### config.mk
export PLATFORM = sky130hd
export DESIGN_NAME = evq_top
export DESIGN_NICKNAME = d
export VERILOG_FILES = /design/src/rtl/evq_pkg.sv /design/src/rtl/evq_store.sv /design/src/rtl/evq_reader.sv /design/src/rtl/evq_admit.sv /design/src/rtl/evq_top.sv
export SDC_FILE = /design/constraint.sdc
export NUM_CORES = 1
export LEC_CHECK = 0
export BUFFER_PORTS_ARGS = -buffer_cell sky130_fd_sc_hd__clkbuf_2
export CAP_MARGIN = 20
export CORE_MARGIN = 2
export CORE_UTILIZATION = 35
export CTS_BUF_LIST = sky130_fd_sc_hd__clkbuf_8
export DETAILED_ROUTE_END_ITERATION = 12
export SLEW_MARGIN = 20
export SYNTH_ARGS = -nofsm -noshare
export SYNTH_HDL_FRONTEND = slang
export SYNTH_SLANG_ARGS = --single-unit
### constraint.sdc
create_clock -name clk -period 3.61 [get_ports clk]
set_clock_uncertainty 0.05 [all_clocks]
set_input_delay 0.722 -clock clk [delete_from_list [all_inputs] [get_ports clk]]
set_output_delay 0.722 -clock clk [all_outputs]
set_load 0.01 [all_outputs]
### src/rtl/evq_pkg.sv
package evq_pkg;
    typedef enum logic [0:0] {RD_IDLE, RD_RESP} rd_state_e;

    function automatic logic slot_is_new(input logic gen, input logic lap);
        return gen != lap;
    endfunction
endpackage

### src/rtl/evq_store.sv
module evq_store #(
    parameter int DEPTH = 8,
    parameter int EW    = 31,
    localparam int AW   = $clog2(DEPTH)
) (
    input  logic          clk,
    input  logic          rst_n,
    input  logic          wr_en,
    input  logic [EW-1:0] wr_data,
    input  logic [AW-1:0] rd_idx,
    output logic          rd_gen,
    output logic [EW-1:0] rd_payload
);
    logic [DEPTH-1:0] gen_q;
    logic [EW-1:0]    pay_q [DEPTH];
    logic [AW-1:0]    wr_idx_q;
    logic             plap_q;

    always_ff @(posedge clk) begin
        if (!rst_n) begin
            gen_q    <= '0;
            wr_idx_q <= '0;
            plap_q   <= 1'b0;
        end else if (wr_en) begin
            gen_q[wr_idx_q] <= ~plap_q;
            wr_idx_q        <= wr_idx_q + 1'b1;
            if (wr_idx_q == AW'(DEPTH - 1))
                plap_q <= ~plap_q;
        end
    end

    always_ff @(posedge clk) begin
        if (wr_en)
            pay_q[wr_idx_q] <= wr_data;
    end

    assign rd_gen     = gen_q[rd_idx];
    assign rd_payload = pay_q[rd_idx];

    assert_prod_wrap_R5: assert property (@(posedge clk) disable iff (!rst_n)
        (wr_en && wr_idx_q == AW'(DEPTH - 1)) |=> (wr_idx_q == '0 && plap_q != $past(plap_q)));
endmodule

### src/rtl/evq_reader.sv
module evq_reader
    import evq_pkg::*;
#(
    parameter int DEPTH = 8,
    parameter int EW    = 31,
    localparam int AW   = $clog2(DEPTH)
) (
    input  logic          clk,
    input  logic          rst_n,
    input  logic          req_consume,
    input  logic          req_peek,
    input  logic          q_disable,
    input  logic          slot_gen,
    input  logic [EW-1:0] slot_payload,
    output logic [AW-1:0] rd_idx,
    output logic          rsp_valid,
    output logic          rsp_fresh,
    output logic [EW-1:0] rsp_data,
    output logic          empty_seen
);
    rd_state_e     state_q, state_d;
    logic [AW-1:0] idx_q;
    logic          clap_q;
    logic          accept, fresh_now, advance;

    assign accept     = (state_q == RD_IDLE) && (req_consume || req_peek);
    assign fresh_now  = !q_disable && slot_is_new(slot_gen, clap_q);
    assign advance    = accept && req_consume && fresh_now;
    assign empty_seen = accept && !q_disable && !fresh_now;
    assign rd_idx     = idx_q;

    always_comb begin
        state_d = state_q;
        unique case (state_q)
            RD_IDLE: if (accept) state_d = RD_RESP;
            RD_RESP: state_d = RD_IDLE;
        endcase
    end

    // State register with read index and consumer lap toggle
    always_ff @(posedge clk) begin
        if (!rst_n) begin
            state_q <= RD_IDLE;
            idx_q   <= '0;
            clap_q  <= 1'b0;
        end else begin
            state_q <= state_d;
            if (advance) begin
                idx_q <= idx_q + 1'b1;
                if (idx_q == AW'(DEPTH - 1))
                    clap_q <= ~clap_q;
            end
        end
    end

    // Registered response outputs
    always_ff @(posedge clk) begin
        if (!rst_n) begin
            rsp_valid <= 1'b0;
            rsp_fresh <= 1'b0;
            rsp_data  <= '0;
        end else begin
            rsp_valid <= accept;
            rsp_fresh <= accept && fresh_now;
            rsp_data  <= (accept && fresh_now) ? slot_payload : '0;
        end
    end

    assert_rsp_pulse_R6: assert property (@(posedge clk) disable iff (!rst_n)
        rsp_valid |=> !rsp_valid);
    assert_empty_zero_R4: assert property (@(posedge clk) disable iff (!rst_n)
        (rsp_valid && !rsp_fresh) |-> (rsp_data == '0));
    assert_peek_hold_R3: assert property (@(posedge clk) disable iff (!rst_n)
        (state_q == RD_IDLE && req_peek && !req_consume) |=> ($stable(idx_q) && $stable(clap_q)));
    assert_cons_wrap_R5: assert property (@(posedge clk) disable iff (!rst_n)
        (advance && idx_q == AW'(DEPTH - 1)) |=> (idx_q == '0 && clap_q != $past(clap_q)));
    assert_disable_empty_R11: assert property (@(posedge clk) disable iff (!rst_n)
        (state_q == RD_IDLE && (req_consume || req_peek) && q_disable)
        |=> (rsp_valid && !rsp_fresh && rsp_data == '0 && $stable(idx_q)));
endmodule

### src/rtl/evq_admit.sv
module evq_admit #(
    parameter int DEPTH = 8,
    localparam int CW   = $clog2(DEPTH) + 1
) (
    input  logic          clk,
    input  logic          rst_n,
    input  logic          admit_req,
    input  logic          release_req,
    input  logic          flush,
    output logic          admit_ok,
    output logic [CW-1:0] occupancy,
    output logic [CW-1:0] pending
);
    localparam logic [CW-1:0] CAP  = CW'(DEPTH - 1);
    localparam logic [CW-1:0] PMAX = {CW{1'b1}};

    logic [CW-1:0] occ_q, pend_q, occ_left, pend_base;

    assign admit_ok  = admit_req && (occ_q < CAP);
    assign occ_left  = !flush ? occ_q : ((pend_q > occ_q) ? '0 : occ_q - pend_q);
    assign pend_base = flush ? '0 : pend_q;

    always_ff @(posedge clk) begin
        if (!rst_n) begin
            occ_q  <= '0;
            pend_q <= '0;
        end else begin
            occ_q  <= occ_left + CW'(admit_ok);
            pend_q <= pend_base + CW'(release_req && pend_base != PMAX);
        end
    end

    assign occupancy = occ_q;
    assign pending   = pend_q;

    assert_cap_R8: assert property (@(posedge clk) disable iff (!rst_n)
        occ_q <= CAP);
    assert_no_early_drop_R9: assert property (@(posedge clk) disable iff (!rst_n)
        (!flush && !admit_req) |=> $stable(occ_q));
    assert_flush_clear_R10: assert property (@(posedge clk) disable iff (!rst_n)
        (flush && !release_req) |=> (pend_q == '0));
endmodule

### src/rtl/evq_top.sv
module evq_top #(
    parameter int DEPTH = 8,
    parameter int EW    = 31,
    localparam int AW   = $clog2(DEPTH),
    localparam int CW   = $clog2(DEPTH) + 1
) (
    input  logic          clk,
    input  logic          rst_n,
    input  logic          push_valid,
    input  logic [EW-1:0] push_event,
    input  logic          q_disable,
    input  logic          rd_consume,
    input  logic          rd_peek,
    output logic          rsp_valid,
    output logic          rsp_fresh,
    output logic [EW-1:0] rsp_event,
    input  logic          admit_req,
    output logic          admit_ok,
    input  logic          release_req,
    output logic [CW-1:0] occupancy,
    output logic [CW-1:0] pending_release
);
    logic [AW-1:0] rd_idx;
    logic          slot_gen, empty_seen;
    logic [EW-1:0] slot_payload;

    evq_store #(.DEPTH(DEPTH), .EW(EW)) u_store (
        .clk(clk), .rst_n(rst_n),
        .wr_en(push_valid), .wr_data(push_event),
        .rd_idx(rd_idx), .rd_gen(slot_gen), .rd_payload(slot_payload)
    );

    evq_reader #(.DEPTH(DEPTH), .EW(EW)) u_reader (
        .clk(clk), .rst_n(rst_n),
        .req_consume(rd_consume), .req_peek(rd_peek), .q_disable(q_disable),
        .slot_gen(slot_gen), .slot_payload(slot_payload),
        .rd_idx(rd_idx), .rsp_valid(rsp_valid), .rsp_fresh(rsp_fresh),
        .rsp_data(rsp_event), .empty_seen(empty_seen)
    );

    evq_admit #(.DEPTH(DEPTH)) u_admit (
        .clk(clk), .rst_n(rst_n),
        .admit_req(admit_req), .release_req(release_req), .flush(empty_seen),
        .admit_ok(admit_ok), .occupancy(occupancy), .pending(pending_release)
    );
endmodule

# Word-level counts from Yosys, hierarchy flattened
# Memory sizes are Yosys's and may differ from the RTL's. A register that Yosys moved wholly into a read port is not among the register bits.
# Cells that the tools add are included.
word_totals:
  register_bits: 27
  ram_bits: 248
  inputBits: 39
  output_inout_bits: 42
  word_cells: 57
  mem_count: 1
memory_table:
  columns: ["memory", "words", "word_bits", "read_ports", "rd_clocked_by_memory_dff", "wr", "line_no", "text"]
  rows:
  - ["u_store.pay_q", 8, 31, 1, 1, 1, "evq_store.sv:15", "logic [EW-1:0] pay_q [DEPTH];"]
classes:
  addsub: 5
  order_cmp: 5
  n_eq_ne: 4
  muxes: 12
  bitwise_logic: 3
  n_reduce_logical: 17
op_table:
  columns: ["operator", "n"]
  rows:
  - ["4-bit two-way mux", 3]
  - ["1-bit logical AND", 10]
  - ["4-bit by 1-bit adder with 4-bit output", 2]
  - ["8-bit bitwise mux", 1]
  - ["3-bit by 4-bit < comparator with 1-bit output (second input constant)", 2]
  - ["3-bit by 1-bit adder with 3-bit output (second input constant)", 2]
  - ["3-bit equality test (second input constant)", 2]
  - ["2-bit AND reduction", 3]
  - ["1-bit two-way mux", 5]
  - ["4-bit greater-than comparator", 1]
  - ["4-bit by 3-bit < comparator with 1-bit output (second input constant)", 1]
  - ["4-bit inequality test (second input constant)", 1]
  - ["4-bit subtractor", 1]
  - ["1-bit binary-select mux with 3-bit select", 1]
  - ["1-bit demux with 3-bit select", 1]
  - ["3-bit by 1-bit greater-or-equal comparator with 1-bit output (second input constant)", 1]
  - ["1-bit zero test", 3]
  - ["1-bit NOT", 3]
  - ["1-bit one-hot mux with 2 select lines", 1]
  - ["1-bit logical OR", 1]
  - ["1-bit inequality test", 1]

# Longest topological paths before layout
# Gate-level depths: netlist (run 1).
depth:
  ltp_word: 10
  mapped_depth: 15

# Cells and area by module
# A second synthesis (run 1) with hierarchy kept.
unflattened:
  hier_cells: 588
  hier_area_um2: 11907.7
modules_own_cells:
  columns: ["mod", "n_inst", "cells_per_inst", "area_each_um2", "seq_area_each_um2"]
  rows:
  - ["evq_store", 1, 427, 10126.0, 7687.4]
  - ["evq_reader", 1, 97, 1181.1, 760.7]
  - ["evq_admit", 1, 64, 600.6, 160.2]

# Least setup slack after synthesis (run 1)
# OpenSTA, ideal clock, no wires.
synth_timing:
  kind: "input to register"
  from: "in push_valid"
  to: "mem u_store.pay_q[0][0] (enable)"
  t_arrival_ps: 3175
  required_ps: 3097
  path_slack_ps: -78
  stages: 3
  path_buffers: 1
  path_cell_list: "nand2b_1 > clkbuf_1 > nor3_1"
synth_between:
  elab_chain_cells: 2
synth_rtl:
  columns: ["element", "line_no", "text"]
  rows:
  - ["start: declaration", "evq_top.sv:9", "input logic push_valid,"]
  - ["1-bit two-way mux", "evq_store.sv:33", "if (wr_en)"]
  - ["1-bit two-way mux (not written as such)", "evq_store.sv:34", "pay_q[wr_idx_q] <= wr_data;"]
  - ["end: declaration", "evq_store.sv:15", null]
# Every way passes these cells.

# Worst setup path in the final report (run 1)
layout_timing:
  from: "reg u_admit.pend_q[0] (netlist: u_admit.pending[0])"
  to: "reg u_admit.occ_q[3] (netlist: u_admit.occupancy[3])"
layout_between:
  elab_chain_cells: 4
layout_rtl:
  columns: ["element", "line_no", "text"]
  rows:
  - ["start: declaration", "evq_admit.sv:17", "logic [CW-1:0] occ_q, pend_q, occ_left, pend_base;"]
  - ["start signal: assignment", "evq_admit.sv:29", "pend_q <= pend_base + CW'(release_req && pend_base != PMAX);"]
  - ["4-bit subtractor or 4-bit greater-than comparator (tied branches)", "evq_admit.sv:20", "assign occ_left = !flush ? occ_q : ((pend_q > occ_q) ? '0 : occ_q - pend_q);"]
  - ["4-bit two-way mux (*) (2 in a row)", "evq_admit.sv:20", null]
  - ["4-bit by 1-bit adder with 4-bit output (*)", "evq_admit.sv:28", "occ_q <= occ_left + CW'(admit_ok);"]
  - ["end signal: assignment", "evq_admit.sv:28", null]
  - ["end: declaration", "evq_admit.sv:17", null]
# Every way passes the cells marked *; elsewhere a longest branch is shown, timed or not.
# A chain may end at the register's enable or synchronous reset.

==> results of run 1 <==
## Yosys cell counts (2+ instances only)
| master | instances |
|---|---|
| a211oi_1 | 5 |
| a21o_1 | 4 |
| a21oi_1 | 9 |
| and2_1 | 6 |
| buf_2 | 12 |
| clkbuf_1 | 13 |
| dfxtp_1 | 58 |
| edfxtp_1 | 248 |
| ha_1 | 12 |
| inv_1 | 10 |
| mux2i_1 | 39 |
| mux4_2 | 62 |
| nand2_1 | 9 |
| nand2b_1 | 5 |
| nand3_1 | 7 |
| nor2_1 | 53 |
| nor2b_1 | 4 |
| nor3_1 | 7 |
| o21ai_0 | 9 |
| or3_1 | 4 |
| xnor2_1 | 3 |
| xor2_1 | 2 |
## where the power goes
group	internal, W	switching, W	total, W
registers	0.00389	0.0000302	0.00392
clock network	0.00155	0.00130	0.00286
logic	0.000158	0.000209	0.000367
## cell type report
cell class	count	share of cell area (%)
Sequential cell	306	63.2
Tap cell	442	4.06
Inverter	12	0.330
Clock inverter	33	1.22
Clock buffer	59	5.95
Timing Repair Buffer	98	4.11
Multi-Input combinational cell	261	21.1
## metrics by stage
stage          utilization [%]  cell area, µm²
2_1_floorplan                -           11600
3_3_place_gp              38.9           12700
3_5_place_dp              38.9           12700
4_1_cts                   41.9           13600
5_1_grt                   41.9           13600
6_report                  41.9           13600
## metal layers
layer | vias up | part of all wire [%] | GRT usage (%)
met5 | - | 0.16 | 0
met4 | 6 | 2.2 | 4.60
met3 | 45 | 6.7 | 3.48
met2 | 150 | 47 | 20.7
met1 | 2822 | 44 | 17.3
li1 | 2651 | - | -
## worst max-delay path, stage by stage (launching register included)
cell	delay [ps]
dfxtp_1	380
ha_1	170
inv_1	60
fa_1	390
a21o_1	170
a21oi_1	310
nor2_1	70
o21ai_0	70
o21ai_0	100
ha_1	220
nand2_1	70
nor2_1	40
xor2_1	150
or3_1	370
a311oi_2	270
## logic make-up (layout without fill, tap and decap cells)
group / Yosys count / in the layout / synth area share [%]
muxes: 103 / 103 / 15.6
adders and majority gates: 13 / 13 / 1.47
DFF: 306 / 306 / 74.3
and+or+nand+nor: 102 / 102 / 4.23
buffers and inverters: 38 / 202 / 1.43
AOI/OAI and AO/OA: 38 / 38 / 2.57
xor gates and xnor gates: 5 / 5 / 0.378
## final timing paths
path	slack (ps)	to	from	cells past startpoint
setup / recovery	630	u_admit.occupancy[3]$_SDFF_PN0_	u_admit.pending[0]$_SDFF_PN0_	14
hold / removal	390	u_store.pay_q[7][20]$_DFFE_PP_	push_event[20]	1
setup reg to reg	630	u_admit.occupancy[3]$_SDFF_PN0_	u_admit.pending[0]$_SDFF_PN0_	14
hold reg to reg	410	u_reader.rsp_valid$_SDFF_PN0_	u_reader.state_q$_SDFF_PP0_	1
## sequential cells by signal (all words and copies together) (netlist names)
| register | count |
|---|---|
| u_store.plap_q | 1 |
| u_store.gen_q | 8 |
| u_reader.rsp_valid | 1 |
| u_reader.rsp_fresh | 1 |
| u_admit.pending | 4 |
| u_reader.rd_idx | 3 |
| u_store.pay_q | 248 |
| u_store.wr_idx_q | 3 |
| u_reader.state_q | 1 |
| u_admit.occupancy | 4 |
| u_reader.rsp_data | 31 |
| u_reader.clap_q | 1 |
==> results_dict.tcl, run 1 <==
set metrics [dict create \
    crit_type "reg -> reg" \
    die_w_um 186 \
    synthDistinctLibCells 46 \
    final.fill_count 2970 \
    cts_setup_buffers 0 \
    netlist_top_cells_area "edfxtp_1 (64%), mux4_2 (12%), dfxtp_1 (10%)" \
    finalNetCount 781 \
    required_ps 4010 \
    ys_ff_latch 306 \
    p_leak_nw 4.55 \
    yosys_warnings 0 \
    final_cell_mix "edfxtp_1 (248), clkbuf_2 (80), mux4_2 (62)" \
    setup_ws_ps 628 \
    dpl.cell_count 1119 \
    drv_slew 0 \
    instances_no_fill 1211 \
    wirelength_um 21900 \
    synth_top_area_cell "edfxtp_1" \
    syn-num-nets 657 \
    via_per_inst 4.69 \
    cts_buffers 50 \
    ios 81 \
    gp_congestion 0.749 \
    dieArea_um2 34600 \
    netlist.area_leader.share_pct 64.3 \
    synth-seq-area-share_pct 74.3 \
    worstPathMaxFanout 5 \
    clkTransAtPathRegs_ps 70 \
    die_h_um 186 \
    initial_core_util_pct 35.6 \
    syn_area_per_cell_um2 19.2 \
    synthCells 605 \
    layout_min_cycle_time_ps 2980 \
    grt_pass1_vias 5899 \
    clk_path_buf_depth 3 \
    power_w 0.00715 \
    post_cts_resize_count 0 \
    tns_ps 0 \
    start_kind "flop" \
    setup_violations 0 \
    ctsRootBufferMaster "clkbuf_8" \
    cts_tree "yes" \
    clkLatencyLatePin_ps 560 \
    powerDensity_nw_per_um2 524 \
    grt_pass1_wl_um 33900 \
    wire_per_inst_um 18.1 \
    core_area_um2 32500 \
    num_vias 5674 \
    drv_cap 0 \
    worst_setup_path_end_kind "flop" \
    drt_iter0_drc 405 \
    run_status "finished, final reports clean" \
    synth_edf_count 248 \
    grt_usage_pct 13.0 \
    min_path_type "in -> reg" \
    cts_hold_buffers 0 \
    htree_levels 2 \
    drive_above_1_share_pct 32.1 \
    drt_pass1_iterations 6 \
    antenna_found_initial 3 \
    antennaDiodeCount 0 \
    cp.arrival_ps 3380 \
    overflow 0 \
    final_common_cell "edfxtp_1" \
    fin_crit_sh_pct 82.6 \
    synth_ff_type "edfxtp_1" \
    regArea_um2 8620 \
    rsz0062_at_grt "no" \
    clock-sinks 306 \
    ant_nets 0 \
    placementRows 66 \
    tightest_slew_ps 918 \
    async_flop_share_pct 0 \
    ir_worst_vdd_mv 0.248 \
    dp_hpwl_um 12800 \
    hold_viol 0 \
    drc 0 \
    pre_cts_ws_ps 294 \
    max_slew_margin_pct 38.6 \
    grt_max_degree 44 \
    multi_input_area_um2 2880 \
    whs_ps 392 \
    synth_area_um2 11600 \
    io_buffers 80 \
    max_freq_mhz 335 \
    syn2layout_area_growth_pct 17.7 \
]
Power figures use the tool's default switching activity.
==> run 2: changes to the inputs <==
==> constraint.sdc (replaced) <==
create_clock -name clk -period 2.85 [get_ports clk]
set_clock_uncertainty 0.05 [all_clocks]
set_input_delay 0.57 -clock clk [delete_from_list [all_inputs] [get_ports clk]]
set_output_delay 0.57 -clock clk [all_outputs]
set_load 0.01 [all_outputs]
==> run 2 against run 1 <==
  * First-iteration DRC count shrank 0.49%
  * Sequential share of layout area shrank 0.81 points
  * Final area grew 1.3%
  * Clock-buffer cell count shrank 2
  * Cell count grew 1.7%
  * Critical path depth grew 1
  * Setup slack lost 500 ps
  * Global-route usage grew 0.73 points
  * Sequential power grew 27%
  * Largest power group unchanged
==> results_dict.tcl, run 2 (synthesized netlist as in run 1, its figures left out) <==
set metrics [dict create \
    run_status "finished, final reports clean" \
    tns_ps 0 \
    drive_above_1_share_pct 34.6 \
    setup_violations 0 \
    gp_congestion 0.754 \
    via_per_inst 4.71 \
    p_leak_nw 4.66 \
    fin_util_pct 42.5 \
    max_slew_margin_pct 51.2 \
    drt_pass1_iterations 4 \
    largest-register "u_store.pay_q" \
    reg_top3 "u_store.pay_q x248, u_reader.rsp_data x31, u_store.gen_q x8" \
    die_h_um 186 \
    comb_power_share_pct 5.5 \
    dp_hpwl_um 13300 \
    die_w_um 186 \
    seqPwrFrac_pct 54.3 \
    cts_tree "yes" \
    crit_type "reg -> reg" \
    clockPowerShare_pct 40.2 \
    min_path_type "in -> reg" \
    clock-sinks 306 \
    clk_path_buf_depth 3 \
    dpl.cell_count 1134 \
    layout_min_cycle_time_ps 2720 \
    grt_max_degree 41 \
    antenna_found_initial 2 \
    core_area_um2 32500 \
    initial_core_util_pct 35.6 \
    overflow 0 \
    dpl-instance-area_um2 12800 \
    syn2layout_area_growth_pct 19.2 \
    reg2reg_depth 15 \
    critPathLaunch "u_admit.occupancy[0]$_SDFF_PN0_" \
    largest_reg_flops 248 \
    drv_cap 0 \
    worst_setup_path_end_kind "flop" \
    ant_nets 0 \
    finalNetCount 800 \
    grt_pass1_vias 6039 \
    p_sw_share_pct 21.7 \
    start_kind "flop" \
    num_vias 5804 \
    ctsRootBufferMaster "clkbuf_8" \
    reg2reg_from "u_admit.occupancy[0]$_SDFF_PN0_" \
    hold_viol 0 \
    p_int_w 0.00716 \
    crit_end "u_admit.occupancy[3]$_SDFF_PN0_" \
    rrSetupSlack_ps 130 \
    clkTransAtPathRegs_ps 60 \
    ios 81 \
    whs_ps 234 \
    max_freq_mhz 368 \
    ir_worst_vdd_mv 0.348 \
    clkLatencyLatePin_ps 560 \
    io_buffers 80 \
    drt_iter0_drc 403 \
    cts_buffers 49 \
    required_ps 3270 \
    drv_slew 0 \
    htree_levels 2 \
    wire_per_inst_um 18.8 \
    final_area_um2 13800 \
    drc 0 \
    final_common_cell "edfxtp_1" \
    dieArea_um2 34600 \
    instances_no_fill 1232 \
    p_switching_w 0.00198 \
    cts_hold_buffers 0 \
    final_cell_mix "edfxtp_1 (248), clkbuf_2 (80), mux4_2 (62)" \
    regToRegEndpoint "u_admit.occupancy[3]$_SDFF_PN0_" \
    cp.arrival_ps 3140 \
    fin_crit_sh_pct 95.5 \
    wirelength_um 23100 \
    worstPathMaxFanout 3 \
    tightest_slew_ps 729 \
    powerDensity_nw_per_um2 662 \
    grt_pass1_wl_um 35400 \
    grt_usage_pct 13.8 \
    placementRows 66 \
]
run 2: layout make-up:
class / count / area [µm²]
Antenna cell: 1 / 2.50
Clock buffer: 57 / 785
Clock inverter: 35 / 208
Fill cell: 2957 / 18700
Inverter: 12 / 45.0
Multi-Input combinational cell: 261 / 2910
Sequential cell: 306 / 8620
Tap cell: 442 / 553
Timing Repair Buffer: 118 / 698
run 2: metal layers:
metal / share of wire (%) / global-route usage [%]
met5: 0.056 / 0
met4: 2.1 / 4.82
met3: 5.0 / 3.37
met2: 49 / 22.3
met1: 44 / 18.1
run 2: metrics by stage:
stage | worst slack (ps) | total power [W]
after CTS | 30.8 | 0.00928
after detailed placement | 56.8 | 0.00556
final | 129 | 0.00915
after global routing | -23.7 | 0.00953
after floorplan | 39.4 | 0.00535
after global placement | 65.1 | 0.00555
run 2: worst max-delay path, stage by stage (launching register included):
cell and delay [ps]:
dfxtp_1 320, inv_1 80, ha_1 140, inv_1 60, fa_2 360, a21o_1 180
a21oi_2 150, nor2_1 50, o21ai_0 60, o21ai_0 110, ha_2 200, nand2_1 70
nor2_1 40, xor2_1 150, or3_1 360, a311oi_2 250
run 2: worst min-delay path by stage:
| stage | slack (ps) | cells past startpoint | start | endpoint |
|---|---|---|---|---|
| 3_5_place_dp | 400 | 1 | u_reader.state_q$_SDFF_PP0_ | u_reader.state_q$_SDFF_PP0_ |
| 3_3_place_gp | 390 | 1 | u_reader.state_q$_SDFF_PP0_ | u_reader.rsp_valid$_SDFF_PN0_ |
| 4_1_cts | 200 | 1 | push_event[1] | u_store.pay_q[0][1]$_DFFE_PP_ |
| 5_1_grt | 220 | 1 | push_event[26] | u_store.pay_q[4][26]$_DFFE_PP_ |
| 6_report | 230 | 1 | push_event[30] | u_store.pay_q[6][30]$_DFFE_PP_ |
| 2_1_floorplan | 380 | 1 | u_reader.state_q$_SDFF_PP0_ | u_reader.rsp_valid$_SDFF_PN0_ |
run 2: power groups by stage:
| stage | sequential, W | clock [W] | combinational [W] |
|---|---|---|---|
| 2_1_floorplan | 0.00507 | 0 | 0.000285 |
| 3_3_place_gp | 0.00506 | 0 | 0.000498 |
| 3_5_place_dp | 0.00506 | 0 | 0.000502 |
| 4_1_cts | 0.00497 | 0.00381 | 0.000504 |
| 5_1_grt | 0.00497 | 0.00399 | 0.000560 |
| 6_report | 0.00497 | 0.00368 | 0.000503 |
run 2: what timing repair did:
action                     4_1_cts  5_1_grt
buffers inserted                 0        5
setup endpoints to repair        0        2
gates resized for setup          0        4
==> run 3: changes to the inputs <==
--- a/config.mk
+++ b/config.mk
@@ -14,4 +14,5 @@
 export SLEW_MARGIN = 20
 export SYNTH_ARGS = -nofsm -noshare
 export SYNTH_HDL_FRONTEND = slang
+export SYNTH_HIERARCHICAL = 1
 export SYNTH_SLANG_ARGS = --single-unit
==> run 3 against run 2 <==
  * Sequential share of layout area shrank 1.0 points
  * Wire length shrank 0.97%
  * Highest routed layer is now met4
  * Worst hold slack gained 0.59 ps
  * Via count shrank 0.57%
==> results_dict.tcl, run 3 <==
set metrics [dict create \
    synthDistinctLibCells 54 \
    netlist.area_leader.share_pct 62.5 \
    antenna_found_initial 1 \
    num_vias 5771 \
    hold_start "push_event[4]" \
    overflow 0 \
    final.fill_count 2999 \
    start_kind "flop" \
    syn-num-nets 640 \
    wire_per_inst_um 18.9 \
    p_int_w 0.00718 \
    layout_min_cycle_time_ps 2820 \
    die_h_um 188 \
    drc 0 \
    holdPathStages 1 \
    synth_top_area_cell "edfxtp_1" \
    tightest_slew_ps 625 \
    seqPwrFrac_pct 54.4 \
    p_switching_w 0.00200 \
    fin_util_pct 41.9 \
    clkLatencyLatePin_ps 560 \
    grt_usage_pct 12.9 \
    regToRegEndpoint "u_admit/occupancy[3]$_SDFF_PN0_" \
    async_flop_share_pct 0 \
    worst_setup_path_end_kind "flop" \
    synth-seq-area-share_pct 72.3 \
    synth-simple-area-share_pct 4.96 \
    cts_hold_buffers 0 \
    p_sw_share_pct 21.8 \
    grt_pass1_vias 6094 \
    synth_mux_area_share_pct 17.1 \
    yosys_warnings 6 \
    synth_area_um2 11900 \
    cts_buffers 52 \
    run_status "finished, final reports clean" \
    yosysMostFrequentCell "edfxtp_1" \
    netlist_top_cells_area "edfxtp_1 (63%), dfxtp_1 (9.8%), mux4_1 (8.8%)" \
    final_cell_mix "edfxtp_1 (248), clkbuf_2 (80), clkbuf_8 (59)" \
    ctsRootBufferMaster "clkbuf_8" \
    reg_top3 "u_store/pay_q x248, u_reader/rsp_data x31, u_store/gen_q x8" \
    largest_reg_flops 248 \
    clk_path_buf_depth 3 \
    drv_cap 0 \
    finalNetCount 777 \
    htree_levels 2 \
    synthTopCellsByCount "edfxtp_1 (248), dfxtp_1 (58), and2_1 (44)" \
    hold_viol 0 \
    syn_area_per_cell_um2 20.3 \
    via_per_inst 4.75 \
    gp_congestion 0.712 \
    ant_nets 0 \
    largest-register "u_store/pay_q" \
    whs_ps 235 \
    synth_top_family_by_area "multiplexers" \
    p_leak_nw 4.91 \
    synth_edf_count 248 \
    max_slew_margin_pct 58.3 \
    core_area_um2 33500 \
    worstPathMaxFanout 4 \
    synth_xor_area_share_pct 0.515 \
    min_path_type "in -> reg" \
    rsz0062_at_grt "yes" \
    clockPowerShare_pct 39.8 \
    required_ps 3260 \
    crit_type "reg -> reg" \
    fin_crit_sh_pct 98.8 \
    grt_pass1_wl_um 35100 \
    drv_slew 0 \
    placementRows 67 \
    cp.arrival_ps 3220 \
    powerDensity_nw_per_um2 654 \
    io_buffers 80 \
    cts_tree "yes" \
    max_freq_mhz 355 \
    reg2reg_depth 12 \
    reg2reg_from "u_reader/rd_idx[0]$_SDFFE_PN0P_" \
    dp_hpwl_um 13100 \
    drt_pass1_iterations 6 \
    wirelength_um 22900 \
    yosys.area_share.adder_pct 1.43 \
    synthCells 588 \
    final_common_cell "edfxtp_1" \
    power_w 0.00918 \
    instances_no_fill 1216 \
    drt_iter0_drc 338 \
    hold_end "u_store/pay_q[7][4]$_DFFE_PP_" \
    ir_worst_vdd_mv 0.307 \
    dieArea_um2 35500 \
    die_w_um 188 \
    syn2layout_area_growth_pct 17.9 \
    ys_ff_latch 306 \
    dpl.cell_count 1117 \
    clock-sinks 306 \
    drive_above_1_share_pct 33.6 \
    setup_violations 0 \
    ios 81 \
    synth_compound_area_share_pct 1.61 \
    grt_max_degree 34 \
    initial_core_util_pct 35.5 \
    rrSetupSlack_ps 30 \
    clkTransAtPathRegs_ps 60 \
    comb_power_share_pct 5.8 \
    synth_ff_type "edfxtp_1" \
]
==> run 3: cell types whose count changed in the layout (fill, tap and decap cells not counted), moves of 30 or more <==
| cell | delta |
|---|---|
| mux2_2 | +31 |
| mux4_1 | +39 |
| mux4_2 | -37 |
| nor2_1 | -41 |
| and2_1 | +38 |
| mux2i_1 | -30 |
==> run 3: worst max-delay path: stages (launching register included) <==
cell and delay, ps:
dfxtp_4 360, mux4_2 490, mux2_4 300, xnor2_4 130, nor3b_2 170, buf_4 170, inv_4 30, or3_1 330
o21ai_1 90, ha_2 210, o211ai_1 100, xnor2_1 140, and2_1 130
==> run 3: stage by stage <==
step	setup TNS, ps	setup slack, ps	instance area, µm²
5_1_grt	-461	-142	14000
3_3_place_gp	-42.1	-32.0	13000
6_report	0	34.0	14000
2_1_floorplan	-1530	-317	12000
4_1_cts	0	26.0	14000
3_5_place_dp	-144	-54.8	13000
==> run 3: worst max path at each step <==
stage / from / endpoint / slack [ps] / cells past startpoint
4_1_cts: u_reader/rd_idx[0]$_SDFFE_PN0P_ / u_admit/occupancy[3]$_SDFF_PN0_ / 30 / 12
2_1_floorplan: u_reader/rd_idx[0]$_SDFFE_PN0P_ / u_admit/occupancy[3]$_SDFF_PN0_ / -320 / 14
6_report: u_reader/rd_idx[0]$_SDFFE_PN0P_ / u_admit/occupancy[3]$_SDFF_PN0_ / 30 / 12
3_5_place_dp: u_reader/rd_idx[0]$_SDFFE_PN0P_ / u_admit/pending[2]$_SDFF_PN0_ / -50 / 11
5_1_grt: u_reader/rd_idx[0]$_SDFFE_PN0P_ / u_admit/occupancy[3]$_SDFF_PN0_ / -140 / 12
3_3_place_gp: u_reader/rd_idx[0]$_SDFFE_PN0P_ / u_admit/occupancy[3]$_SDFF_PN0_ / -30 / 12
==> run 3: kinds of logic after synthesis <==
kind of cell / after synthesis
compound gates: 22
mux: 105
simple gates: 91
flops: 306
fa+ha+maj: 13
buf+inv: 44
xor+xnor: 7
==> run 3: layer usage <==
| metal | wire length (µm) | vias to the layer above | GRT usage [%] |
|---|---|---|---|
| li1 | - | 2652 | - |
| met1 | 10300 | 2938 | 17.0 |
| met2 | 10900 | 143 | 21.0 |
| met3 | 1310 | 38 | 3.43 |
| met4 | 418 | 0 | 4.09 |
| met5 | 0 | - | 0 |
==> run 3: power groups by stage <==
stage | sequential [W] | combinational [W] | clock (W)
2_1_floorplan | 0.00508 | 0.000339 | 0
3_3_place_gp | 0.00509 | 0.000530 | 0
3_5_place_dp | 0.00509 | 0.000538 | 0
4_1_cts | 0.00500 | 0.000543 | 0.00380
5_1_grt | 0.00501 | 0.000588 | 0.00398
6_report | 0.00500 | 0.000531 | 0.00365
==> run 3: layout make-up <==
| cell class | count | area [µm²] | area share [%] |
|---|---|---|---|
| Antenna cell | 1 | 2.50 | 0.0178 |
| Multi-Input combinational cell | 238 | 3120 | 22.2 |
| Sequential cell | 306 | 8610 | 61.4 |
| Inverter | 16 | 62.6 | 0.446 |
| Clock inverter | 37 | 183 | 1.30 |
| Tap cell | 448 | 561 | 3.99 |
| Clock buffer | 59 | 812 | 5.78 |
| Timing Repair Buffer | 111 | 683 | 4.87 |
==> run 3: repair_timing <==
| action | CTS | global route |
|---|---|---|
| gates resized for setup | 2 | 0 |
| cloned | 0 | 0 |
| setup buffers | 2 | 0 |
| pin swaps | 2 | 1 |
| endpoints found under the setup margin | 4 | 4 |
